==> src/rtl/ichan_pkg.sv <==
package ichan_pkg;

  typedef enum logic [2:0] {
    M_INT     = 3'd0,
    M_ONESHOT = 3'd1,
    M_RATE    = 3'd2,
    M_SQUARE  = 3'd3,
    M_SWSTB   = 3'd4,
    M_HWSTB   = 3'd5
  } cmode_e;

  // codes with bit 1 set fold onto the periodic modes
  function automatic cmode_e norm_mode(input logic [2:0] m);
    return cmode_e'(m[1] ? {1'b0, m[1:0]} : m);
  endfunction

  function automatic logic waits_trigger(input cmode_e m);
    return (m == M_ONESHOT) || (m == M_HWSTB);
  endfunction

  function automatic logic is_periodic(input cmode_e m);
    return (m == M_RATE) || (m == M_SQUARE);
  endfunction

endpackage

==> src/rtl/ichan_gate_sense.sv <==
module ichan_gate_sense (
  input  logic clk,
  input  logic rst_n,
  input  logic gate,
  output logic gate_rise
);
  logic gate_q;

  always_ff @(posedge clk) begin
    if (!rst_n) gate_q <= 1'b0;
    else        gate_q <= gate;
  end

  assign gate_rise = gate & ~gate_q;
endmodule

==> src/rtl/ichan_counter.sv <==
module ichan_counter
  import ichan_pkg::*;
#(
  parameter int WIDTH = 16
) (
  input  logic             clk,
  input  logic             rst_n,
  input  logic             cnt_en,
  input  logic             gate,
  input  logic             gate_rise,
  input  logic             load,
  input  logic [WIDTH-1:0] load_val,
  input  cmode_e           new_mode,
  input  logic             out_lvl,
  output logic [WIDTH-1:0] count,
  output cmode_e           mode_q,
  output logic             step,
  output logic             retrig,
  output logic             running
);
  localparam logic [WIDTH-1:0] C1 = WIDTH'(1);
  localparam logic [WIDTH-1:0] C2 = WIDTH'(2);

  logic [WIDTH-1:0] reload_q;
  logic             loaded_q;
  logic             trig_q;

  // high half of a square wave: odd values round up to even
  function automatic logic [WIDTH-1:0] hi_half(input logic [WIDTH-1:0] n);
    return n[0] ? n + C1 : n;
  endfunction

  function automatic logic [WIDTH-1:0] lo_half(input logic [WIDTH-1:0] n);
    return {n[WIDTH-1:1], 1'b0};
  endfunction

  function automatic logic [WIDTH-1:0] start_val(input cmode_e m,
                                                 input logic [WIDTH-1:0] n);
    return (m == M_SQUARE) ? hi_half(n) : n;
  endfunction

  function automatic logic [WIDTH-1:0] step_val(input cmode_e m,
                                                input logic [WIDTH-1:0] c,
                                                input logic [WIDTH-1:0] n,
                                                input logic hi);
    case (m)
      M_RATE:   return (c == C1) ? n : c - C1;
      M_SQUARE: return (c == C2) ? (hi ? lo_half(n) : hi_half(n)) : c - C2;
      default:  return c - C1;
    endcase
  endfunction

  assign retrig  = gate_rise & loaded_q & (mode_q != M_INT) & (mode_q != M_SWSTB);
  assign running = loaded_q & (waits_trigger(mode_q) ? trig_q : 1'b1);
  assign step    = cnt_en & running & (waits_trigger(mode_q) | gate);

  always_ff @(posedge clk) begin
    if (!rst_n) begin
      count    <= '0;
      reload_q <= '0;
      mode_q   <= M_INT;
      loaded_q <= 1'b0;
      trig_q   <= 1'b0;
    end else if (load) begin
      count    <= start_val(new_mode, load_val);
      reload_q <= load_val;
      mode_q   <= new_mode;
      loaded_q <= 1'b1;
      trig_q   <= 1'b0;
    end else if (retrig) begin
      count    <= start_val(mode_q, reload_q);
      trig_q   <= 1'b1;
    end else if (step) begin
      count    <= step_val(mode_q, count, reload_q, out_lvl);
    end
  end
endmodule

==> src/rtl/ichan_out_logic.sv <==
module ichan_out_logic
  import ichan_pkg::*;
#(
  parameter int WIDTH = 16
) (
  input  logic             clk,
  input  logic             rst_n,
  input  logic             load,
  input  cmode_e           new_mode,
  input  cmode_e           mode_q,
  input  logic             retrig,
  input  logic             step,
  input  logic             cnt_en,
  input  logic             gate,
  input  logic [WIDTH-1:0] count,
  output logic             out
);
  localparam logic [WIDTH-1:0] C1 = WIDTH'(1);
  localparam logic [WIDTH-1:0] C2 = WIDTH'(2);

  always_ff @(posedge clk) begin
    if (!rst_n) begin
      out <= 1'b1;
    end else if (load) begin
      out <= (new_mode != M_INT);
    end else if (retrig) begin
      out <= (mode_q != M_ONESHOT);
    end else if (is_periodic(mode_q) && !gate) begin
      out <= 1'b1;
    end else begin
      case (mode_q)
        M_INT, M_ONESHOT: if (step && count == C1) out <= 1'b1;
        M_RATE:           if (step) out <= (count != C2);
        M_SQUARE:         if (step && count == C2) out <= ~out;
        M_SWSTB, M_HWSTB: if (cnt_en) out <= !(step && count == C1);
        default:          ;
      endcase
    end
  end
endmodule

==> src/rtl/interval_channel.sv <==
module interval_channel
  import ichan_pkg::*;
#(
  parameter int WIDTH = 16
) (
  input  logic             clk,
  input  logic             rst_n,
  input  logic             cnt_en,
  input  logic             gate,
  input  logic             load,
  input  logic [WIDTH-1:0] load_val,
  input  logic [2:0]       mode,
  output logic [WIDTH-1:0] count,
  output logic             out
);
  cmode_e new_mode;
  cmode_e mode_q;
  logic   gate_rise;
  logic   ev_step;
  logic   ev_retrig;
  logic   running;

  assign new_mode = norm_mode(mode);

  ichan_gate_sense u_gate (
    .clk       (clk),
    .rst_n     (rst_n),
    .gate      (gate),
    .gate_rise (gate_rise)
  );

  ichan_counter #(.WIDTH(WIDTH)) u_cnt (
    .clk       (clk),
    .rst_n     (rst_n),
    .cnt_en    (cnt_en),
    .gate      (gate),
    .gate_rise (gate_rise),
    .load      (load),
    .load_val  (load_val),
    .new_mode  (new_mode),
    .out_lvl   (out),
    .count     (count),
    .mode_q    (mode_q),
    .step      (ev_step),
    .retrig    (ev_retrig),
    .running   (running)
  );

  ichan_out_logic #(.WIDTH(WIDTH)) u_out (
    .clk      (clk),
    .rst_n    (rst_n),
    .load     (load),
    .new_mode (new_mode),
    .mode_q   (mode_q),
    .retrig   (ev_retrig),
    .step     (ev_step),
    .cnt_en   (cnt_en),
    .gate     (gate),
    .count    (count),
    .out      (out)
  );
endmodule

==> config.mk <==
export PLATFORM = sky130hd
export DESIGN_NAME = interval_channel
export DESIGN_NICKNAME = d
export VERILOG_FILES = /design/src/rtl/ichan_pkg.sv /design/src/rtl/ichan_gate_sense.sv /design/src/rtl/ichan_counter.sv /design/src/rtl/ichan_out_logic.sv /design/src/rtl/interval_channel.sv
export SDC_FILE = /design/constraint.sdc
export NUM_CORES = 1
export LEC_CHECK = 0
export ABC_AREA = 0
export BUFFER_PORTS_ARGS = -buffer_cell sky130_fd_sc_hd__buf_2
export CAP_MARGIN = 20
export CORE_UTILIZATION = 65
export DETAILED_ROUTE_END_ITERATION = 7
export PLACE_DENSITY_LB_ADDON = 0.08
export SLEW_MARGIN = 20
export SYNTH_ARGS = -nofsm -noshare
export SYNTH_HDL_FRONTEND = slang
export SYNTH_SLANG_ARGS = --single-unit
==> constraint.sdc <==
create_clock -name clk -period 5.54 [get_ports clk]
set_input_delay 1.385 -clock clk [delete_from_list [all_inputs] [get_ports clk]]
set_output_delay 1.385 -clock clk [all_outputs]
set_load 0.02 [all_outputs]
==> results of run 1 <==
==> power breakdown <==
part	internal [mW]	switching, mW	leakage [nW]
clock network	0.0877	0.109	0.0402
registers	0.300	0.0519	0.322
logic	0.107	0.168	1.07
==> critical path: stages <==
cell and delay [ns]:
buf_2 0.68, clkinv_1 0.49, o21a_1 0.39, o21ai_1 0.17, buf_4 0.26, o211ai_1 0.16
a221oi_1 0.28, a21oi_1 0.11
==> metrics by stage <==
step / setup slack (ns) / std cells
final: 1.791 / 604
after global routing: 1.567 / 604
after CTS: 1.884 / 604
after detailed placement: 1.562 / 596
after global placement: 1.687 / 596
after floorplan: 2.726 / 525
==> cell usage in the layout (no fill, tap or decap), types with 13 or more instances in the layout <==
cell,synthesis,routed
o211ai_1,13,13
o21ai_0,19,18
nor3_1,21,21
buf_2,17,40
dfxtp_1,39,39
nand2_1,49,49
nand3_1,14,14
xnor2_1,26,26
nand4_1,25,25
mux2i_1,20,20
nor2_1,51,51
nor4_1,15,15
xor2_1,23,23
a21oi_1,23,23
==> cell families after synthesis <==
logic type / Yosys count / synth area share, %
AO/OA/AOI/OAI: 126 / 22.81
XOR/XNOR: 49 / 11.10
adder cells (fa/ha/maj): 7 / 2.265
buffers and inverters: 55 / 6.276
flip-flops: 39 / 20.19
multiplexers: 21 / 5.467
AND/OR/NAND/NOR: 228 / 31.90
==> state kept, by name (all words and copies together), names as in the netlist <==
name            count
u_cnt.count        16
u_cnt.reload_q     16
u_cnt.mode_q        3
u_cnt.loaded_q      1
u_cnt.trig_q        1
u_gate.gate_q       1
u_out.out           1
==> layer usage <==
| metal | vias up | track usage (%) | routed length, µm | part of all wire (%) |
|---|---|---|---|---|
| met3 | 41 | 7.586 | 1516 | 12 |
| li1 | 1963 | - | - | - |
| met1 | 1947 | 56.87 | 5024 | 41 |
| met4 | 0 | 14.55 | 388 | 3.2 |
| met5 | - | 0 | 0 | 0 |
| met2 | 362 | 61.03 | 5367 | 44 |
==> area by class of cell <==
type | instances | area, µm² | share of cell area [%]
sequential | 39 | 780.7 | 19.19
clock inverter | 3 | 20.02 | 0.4922
timing repair buffer | 43 | 222.7 | 5.475
tap | 72 | 90.09 | 2.215
inverter | 11 | 41.29 | 1.015
multi-input combinational | 431 | 2844 | 69.92
clock buffer | 5 | 68.82 | 1.692
==> worst paths after layout <==
path         cells past startpoint                              end  slack [ns]
max                              8     u_cnt.count[12]$_SDFFE_PN0P_        1.79
min                              2  u_cnt.reload_q[15]$_SDFFE_PN0P_        0.51
max reg2reg                      6      u_cnt.count[0]$_SDFFE_PN0P_        2.58
min reg2reg                      2  u_cnt.reload_q[15]$_SDFFE_PN0P_        0.51
==> reports/results.txt, run 1 <==
placed cell area: 0.003979 mm²
Commonest cells post-synth: 51 x nor2_1, 49 x nand2_1, 39 x dfxtp_1
final critical-path required period: 3.749 ns
CP required: 5.73 ns
Worst slew margin: 36.77%
initial antenna violation count: 0
DRC: 0
Tot Pwr: 823.4 µW
Worst-Skew Late Latency: 0.30 ns
setup TNS: 0 ns
Async SR Flop Fraction: 0%
fmax: 266.7 MHz
Worst-Margin Slew: 0.9413 ns
count of cell types in the netlist: 71
Worst Setup SP: load
DR iter-0 viols: 689
most common cell in the netlist: nor2_1
Synth area leader: dfxtp_1
status: finished clean
layout cells sized above 1: 13.53%
DP HPWL: 9.031 mm
DRT antenna net count: 0
H-tree levels: 2
clk buf depth: 2
synthesized area per cell: 7.367 µm²
Pre-antenna DRT Iters: 6
Initial Utilization: 68.96%
clock skew: 0.009174 ns
Area Overhead vs Synth: 5.176%
RePlAce Congestion: 1.026
IO Port Bufs: 40
vias: 4313
Synth top area share: 20.19%
Clock transition at path regs: 0.09 ns
Ports: 41
part of the Yosys area used for sequential elements: 20.19%
Die ar.: 0.006262 mm²
Post-synth top flop: dfxtp_1
gr usage total: 40.45%
die outline height: 79.14 µm
routed length per instance: 20.36 µm
startpoint types: input pin
antenna cell count: 0
Final Setup Violations: 0
hold_ws: 0.5088 ns
period utilisation layout: 67.67%
Hold Violations, Final: 0
largest net degree at the start of global routing: 44
fin. max-slew vios: 0
min-delay worst type: reg -> reg
nets: 562
max cap viols: 0
EDFF count, synth: 0
fillers: 512
CP Max Fanout: 43
Post-CTS Setup Bufs: 0
design area: 0.004068 mm²
TritonCTS clock tree: yes
vias in the first global route: 3768
Core ar.: 0.005608 mm²
leakage power: 1.434 nW
Hold-fix buffers, CTS: 0
WL final: 12.30 mm
yosys warns: 0
critical hold path startpoint: u_cnt.reload_q[15]$_SDFFE_PN0P_
Crit Path Category: in -> reg
Root Driver: clkbuf_8
worst r2r src: u_cnt.count[8]$_SDFFE_PN0P_
Post-Syn Area: 0.003867 mm²
Max IR drop VDD: 0.1744 mV
Mapped Cells: 525
Std-Cell Rows: 27
first-pass GRT wire length: 19.66 mm
TritonCTS Buffers: 5
via/cell ratio: 7.141
ranking of synthesized cells by area: dfxtp_1 20%, xnor2_1 5.9%, xor2_1 5.2%, mux2i_1 5.2%, nor2_1 4.9%
Pwr per Cell Area: 202.4 mW/mm²
grt ovf: 0
Die Width: 79.14 µm
Post-Syn Nets: 556
Sink Count: 39
crit end category: register
RSZ-0062 raised after global routing: false
Seq cells post-synth: 39
post-CTS sizing: 0
Post-Route Utilization: 72.53%
Worst EP arrival: 3.94 ns
Power figures use the tool's default switching activity.
==> run 2, diff against run 1 <==
--- a/config.mk
+++ b/config.mk
@@ -8,7 +8,7 @@
 export ABC_AREA = 0
 export BUFFER_PORTS_ARGS = -buffer_cell sky130_fd_sc_hd__buf_2
 export CAP_MARGIN = 20
-export CORE_UTILIZATION = 65
+export CORE_UTILIZATION = 54
 export DETAILED_ROUTE_END_ITERATION = 7
 export PLACE_DENSITY_LB_ADDON = 0.08
 export SLEW_MARGIN = 20
==> constraint.sdc (replaced) <==
create_clock -name clk -period 3 [get_ports clk]
set_input_delay 0.75 -clock clk [delete_from_list [all_inputs] [get_ports clk]]
set_output_delay 0.75 -clock clk [all_outputs]
set_load 0.02 [all_outputs]
==> run 2 against run 1 <==
  * Non-clock buffer count increased by 20
  * Highest routed layer unchanged
  * Clock skew fell by 0.0010 ns
  * Critical path depth is 1 higher
  * Via count decreased by 0.28%
  * Routed wire length is 7.7% higher
  * Sequential share of layout area decreased by 0.78 points
  * Largest cell class unchanged
  * Final cell count grew 7.3%
  * Register-to-register slack got worse by 2.1 ns
  * Global-route usage shrank 3.9 points
  * Critical endpoint is now u_cnt.count[13]$_SDFFE_PN0P_
==> reports/results.txt, run 2 (synthesis gave the netlist of run 1 again) <==
reg2reg setup slack: 0.43 ns (-2.15 ns)
Sink Count: 39 (unchanged)
Crit Path Category: reg -> reg
post-CTS sizing: 0 (unchanged)
fin. max-slew vios: 0 (unchanged)
Worst EP arrival: 2.76 ns (-1.18 ns)
critical hold path startpoint: u_cnt.reload_q[15]$_SDFFE_PN0P_
TritonCTS Buffers: 5 (unchanged)
Root Driver: clkbuf_8
initial antenna violation count: 0 (unchanged)
largest net degree at the start of global routing: 35 (-20%)
layout cells sized above 1: 16.30% (+2.8 points)
crit end category: register
R2R Path End: u_cnt.count[13]$_SDFFE_PN0P_
clk buf depth: 2 (unchanged)
grt ovf: 0 (unchanged)
IO Port Bufs: 40 (unchanged)
min-delay worst type: reg -> reg
most common cell after layout, fill and taps aside: nor2_1
status: finished clean
Clock transition at path regs: 0.08 ns (about the same)
WL final: 13.25 mm (+7.7%)
hold depth: 2 (unchanged)
first-pass GRT wire length: 21.01 mm (+6.9%)
Tot Pwr: 1.547 mW (+88%)
DRT antenna net count: 0 (unchanged)
Largest regs: u_cnt.count (16), u_cnt.reload_q (16), u_cnt.mode_q (3)
Hold Violations, Final: 0 (unchanged)
Pwr per Cell Area: 364.9 mW/mm² (+80%)
routed length per instance: 20.44 µm (+0.40%)
nets: 582 (+3.6%)
Post-Route Utilization: 61.73% (-11 points)
via/cell ratio: 6.637 (-7.0%)
Core ar.: 0.006869 mm² (+22%)
worst r2r src: u_cnt.count[1]$_SDFFE_PN0P_
Pre-antenna DRT Iters: 5 (-1)
Die ar.: 0.007505 mm² (+20%)
placed cell area: 0.004159 mm² (+4.5%)
design area: 0.004240 mm² (+4.2%)
CP required: 3.19 ns (-2.54 ns)
R2R cell count: 9 (+3)
Initial Utilization: 56.30% (-13 points)
TritonCTS clock tree: yes
max cap viols: 0 (unchanged)
leakage power: 1.533 nW (+6.8%)
sink of the worst hold path: u_cnt.reload_q[15]$_SDFFE_PN0P_
setup TNS: 0 ns (unchanged)
vias in the first global route: 3818 (+1.3%)
Setup WS pre-CTS: 0.4359 ns (-1.126 ns)
vias: 4301 (-0.28%)
Ports: 41 (unchanged)
DP HPWL: 9.916 mm (+9.8%)
cells along the critical path: inv_1 -> ha_1 -> nor4b_2 -> buf_4 -> nand3_1 -> or3_1 -> xnor2_1 -> o211ai_1 -> a21oi_1
Die Width: 86.63 µm (+9.5%)
gr usage total: 36.54% (-3.9 points)
die outline height: 86.63 µm (+9.5%)
RSZ-0062 raised after global routing: false
Max IR drop VDD: 0.2272 mV (+30%)
DRC: 0 (unchanged)
fillers: 701 (+37%)
highest-delay cell along the critical path: dfxtp_1
Worst slew margin: 51.58% (+15 points)
Post-CTS Setup Bufs: 0 (unchanged)
most frequent cells in the layout: 51 x nor2_1, 49 x nand2_1, 40 x buf_2
Std-Cell Rows: 30 (+11%)
Area Overhead vs Synth: 9.641%
startpoint types: register
Final WS setup: 0.4311 ns (-1.360 ns)
Worst-Margin Slew: 0.7214 ns (-0.2199 ns)
Final Setup Violations: 0 (unchanged)
CP Max Fanout: 9 (-79%)
period utilisation layout: 85.63%
antenna cell count: 0 (unchanged)
clock skew: 0.008134 ns (-0.001040 ns)
fmax: 389.3 MHz
final critical-path required period: 2.569 ns
H-tree levels: 2 (unchanged)
DR iter-0 viols: 635 (-7.8%)
Hold-fix buffers, CTS: 0 (unchanged)
RePlAce Congestion: 1.019 (-0.65%)
slowest cell delay on critical path: 0.43 ns (-0.25 ns)
Worst-Skew Late Latency: 0.30 ns (about the same)
==> run 2: changes by cell type in the layout (fill, tap and decap cells not counted), sizes merged <==
cell,delta
buf,+20
clkinvlp,-2
clkbuf,+2
==> run 2: layout make-up <==
cell class / instances / area (µm²) / area share (%)
Sequential cell: 39 / 780.7 / 18.41
Timing Repair Buffer: 63 / 372.9 / 8.793
Tap cell: 96 / 120.1 / 2.833
Inverter: 11 / 41.29 / 0.9737
Clock buffer: 7 / 76.32 / 1.800
Multi-Input combinational cell: 431 / 2844 / 67.07
Clock inverter: 1 / 5.005 / 0.1180
==> run 2: where the power goes <==
group	switching, mW	internal (mW)
clock	0.198	0.164
sequential	0.0902	0.554
combinational	0.325	0.216
==> run 2: per-stage QoR <==
stage	std cells	hold WS (ns)
after global routing	648	0.5194
final	648	0.4823
after global placement	640	0.4545
after CTS	648	0.4834
after floorplan	525	0.4453
after detailed placement	640	0.4727
==> run 2: how the worst max path moves through the flow <==
stage | end | slack (ns) | from | depth (start not counted)
after CTS | u_cnt.count[13]$_SDFFE_PN0P_ | 0.47 | u_cnt.count[1]$_SDFFE_PN0P_ | 9
after global placement | u_cnt.count[12]$_SDFFE_PN0P_ | 0.46 | load_val[0] | 8
final | u_cnt.count[13]$_SDFFE_PN0P_ | 0.43 | u_cnt.count[1]$_SDFFE_PN0P_ | 9
after detailed placement | u_cnt.count[12]$_SDFFE_PN0P_ | 0.44 | load_val[0] | 8
after floorplan | u_cnt.count[7]$_SDFFE_PN0P_ | 0.69 | u_cnt.count[1]$_SDFFE_PN0P_ | 8
after global routing | u_cnt.count[13]$_SDFFE_PN0P_ | 0.21 | u_cnt.count[1]$_SDFFE_PN0P_ | 9
==> run 2: metal layers <==
layer	vias to the layer above	wire, µm	GRT usage, %
met5	-	0	0
met4	0	405	11.97
met3	39	1277	8.571
met2	254	5821	56.13
met1	2014	5742	50.35
li1	1994	-	-
==> run 2: critical path, delay by kind of cell, from the launching register on <==
family | cells | cell delay, ns
compound gates | 2 | 0.28
xor+xnor | 1 | 0.16
fa+ha+maj | 1 | 0.35
buf+inv | 2 | 0.53
flops | 1 | 0.43
simple gates | 3 | 0.72
==> run 3, diff against run 2 <==
--- a/config.mk
+++ b/config.mk
@@ -8,7 +8,7 @@
 export ABC_AREA = 0
 export BUFFER_PORTS_ARGS = -buffer_cell sky130_fd_sc_hd__buf_2
 export CAP_MARGIN = 20
-export CORE_UTILIZATION = 54
+export CORE_UTILIZATION = 50
 export DETAILED_ROUTE_END_ITERATION = 7
 export PLACE_DENSITY_LB_ADDON = 0.08
 export SLEW_MARGIN = 20
==> run 3 against run 2 <==
  * Register-to-register slack improved by 0.08 ns
  * Hold slack lost 0.0089 ns
  * Critical path depth fell by 1
  * Sequential power barely moved
  * Final area increased by 0.62%
  * Global-route usage down 4.3 points
  * Routed wire length fell by 0.75%
  * Count of clock-buffer cells in the layout is the same
  * Final cell count increased by 0.46%
  * Critical path type unchanged
  * Largest power group unchanged
==> reports/results.txt, run 3 (synthesis gave the netlist of run 1 again) <==
Worst EP arrival: 2.71 ns (-0.05 ns)
clk buf depth: 2 (unchanged)
Final Setup Violations: 0 (unchanged)
gr usage total: 32.23% (-4.3 points)
first-pass GRT wire length: 20.78 mm (-1.1%)
via/cell ratio: 6.527 (-1.7%)
min-delay worst type: reg -> reg
most frequent cells in the layout: 51 x nor2_1, 49 x nand2_1, 40 x buf_2
RSZ-0062 raised after global routing: false
part of the power in registers: 40.2% (-1.5 points)
vias in the first global route: 3807 (-0.29%)
Pre-antenna DRT Iters: 6 (+1)
largest net degree at the start of global routing: 42 (+20%)
Root Driver: clkbuf_8
Largest regs: u_cnt.count (16), u_cnt.reload_q (16), u_cnt.mode_q (3)
Die ar.: 0.008091 mm² (+7.8%)
Ports: 41 (unchanged)
Storage cell area: 780.7 µm² (unchanged)
DP HPWL: 9.872 mm (-0.45%)
Hold Violations, Final: 0 (unchanged)
Gate power share: 33.6% (-1.4 points)
setup TNS: 0 ns (unchanged)
DRC: 0 (unchanged)
Core ar.: 0.007370 mm² (+7.3%)
vias: 4249 (-1.2%)
post-CTS sizing: 0 (unchanged)
Pwr per Cell Area: 376.3 mW/mm² (+3.1%)
layout cells sized above 1: 16.67% (+0.36 points)
initial antenna violation count: 0 (unchanged)
H-tree levels: 2 (unchanged)
Worst slew margin: 57.43% (+5.8 points)
Tot Pwr: 1.606 mW (+3.8%)
switch share: 38.85% (-0.78 points)
Post-Place Cells: 643 (+0.47%)
IO Port Bufs: 40 (unchanged)
Crit Path Category: reg -> reg
CP required: 3.23 ns (+0.04 ns)
CP Max Fanout: 6 (-3)
Sink Count: 39 (unchanged)
Area Overhead vs Synth: 10.32%
Max IR drop VDD: 0.2103 mV (-7.4%)
fillers: 711 (+1.4%)
Worst-Margin Slew: 0.6348 ns (-0.08665 ns)
DR iter-0 viols: 494 (-22%)
final critical-path required period: 2.484 ns (-0.08486 ns)
Hold-fix buffers, CTS: 0 (unchanged)
TritonCTS clock tree: yes
fmax: 402.6 MHz (+3.4%)
Worst-Skew Late Latency: 0.31 ns (about the same)
clock skew: 0.01192 ns (+0.003790 ns)
R2R cell count: 8 (-1)
DRT antenna net count: 0 (unchanged)
hold depth: 2 (unchanged)
max cap viols: 0 (unchanged)
leakage power: 1.539 nW (+0.44%)
period utilisation layout: 82.80% (-2.8 points)
Std-Cell Rows: 31 (+3.3%)
most common cell after layout, fill and taps aside: nor2_1
reg2reg setup slack: 0.52 ns (+0.08 ns)
area occupied by multi-input gates: 0.002844 mm² (unchanged)
Initial Utilization: 52.48% (-3.8 points)
post-route insts no fill: 651 (+0.46%)
fin. max-slew vios: 0 (unchanged)
Setup WS pre-CTS: 0.5163 ns (+0.08040 ns)
antenna cell count: 0 (unchanged)
crit end category: register
die outline height: 89.95 µm (+3.8%)
Sw Pwr: 623.7 µW (+1.7%)
WL final: 13.15 mm (-0.75%)
Final WS setup: 0.5160 ns (+0.08486 ns)
grt ovf: 0 (unchanged)
internal power: 981.8 µW (+5.1%)
Clock power frac: 26.2% (+2.8 points)
Clock transition at path regs: 0.09 ns (about the same)
RePlAce Congestion: 0.9783 (-4.0%)
status: finished clean
Post-CTS Setup Bufs: 0 (unchanged)
nets: 582 (unchanged)
startpoint types: register
routed length per instance: 20.20 µm (-1.2%)
Die Width: 89.95 µm (+3.8%)
TritonCTS Buffers: 5 (unchanged)
run 3: changes by cell type in the layout (fill, tap and decap cells not counted):
cell        delta
clkbuf_1       -2
clkbuf_8       +2
clkinv_2       -1
clkinvlp_4     +1
run 3: path summary, 6_finish.rpt:
path / endpoint / startpoint
worst max-delay path: u_cnt.count[6]$_SDFFE_PN0P_ / u_cnt.count[0]$_SDFFE_PN0P_
worst min-delay path: u_cnt.reload_q[15]$_SDFFE_PN0P_ / u_cnt.reload_q[15]$_SDFFE_PN0P_
worst max register to register: u_cnt.count[6]$_SDFFE_PN0P_ / u_cnt.count[0]$_SDFFE_PN0P_
worst min register to register: u_cnt.reload_q[15]$_SDFFE_PN0P_ / u_cnt.reload_q[15]$_SDFFE_PN0P_
run 3: cell type report:
class,count,share of cell area (%)
clock buffer,7,2.258
sequential,39,18.30
inverter,11,0.9677
tap,99,2.903
multi-input combinational,431,66.66
timing repair buffer,63,8.739
clock inverter,1,0.1760
run 3: power groups by stage:
stage / clock network, mW / registers (mW) / logic, mW
2_1_floorplan: 0 / 0.618 / 0.380
3_3_place_gp: 0 / 0.653 / 0.529
3_5_place_dp: 0 / 0.655 / 0.523
4_1_cts: 0.425 / 0.642 / 0.528
5_1_grt: 0.444 / 0.652 / 0.580
6_report: 0.420 / 0.645 / 0.540
run 3: critical path, stage by stage (launching register included):
cell,delay [ns]
dfxtp_1,0.39
inv_1,0.18
ha_1,0.22
nor4b_1,0.32
nand4_1,0.34
nor4_1,0.40
o21ai_0,0.12
a31o_1,0.19
a221oi_2,0.24
run 3: stage by stage:
| step | area, µm² | utilization [%] | hold WS, ns |
|---|---|---|---|
| global placement | 4163 | 56.49 | 0.4557 |
| detailed placement | 4163 | 56.49 | 0.4641 |
| floorplan | 3867 | - | 0.4453 |
| finish | 4267 | 57.89 | 0.4735 |
| global route | 4267 | 57.89 | 0.5066 |
| CTS | 4267 | 57.89 | 0.4766 |
run 3: layer usage:
layer  vias to the layer above  track usage (%)  wire length (µm)
met2                       272            49.87              5703
met1                      1935            45.82              5691
met3                        39            3.892              1280
li1                       2003                -                 -
met5                         -                0                 0
met4                         0            11.83               473
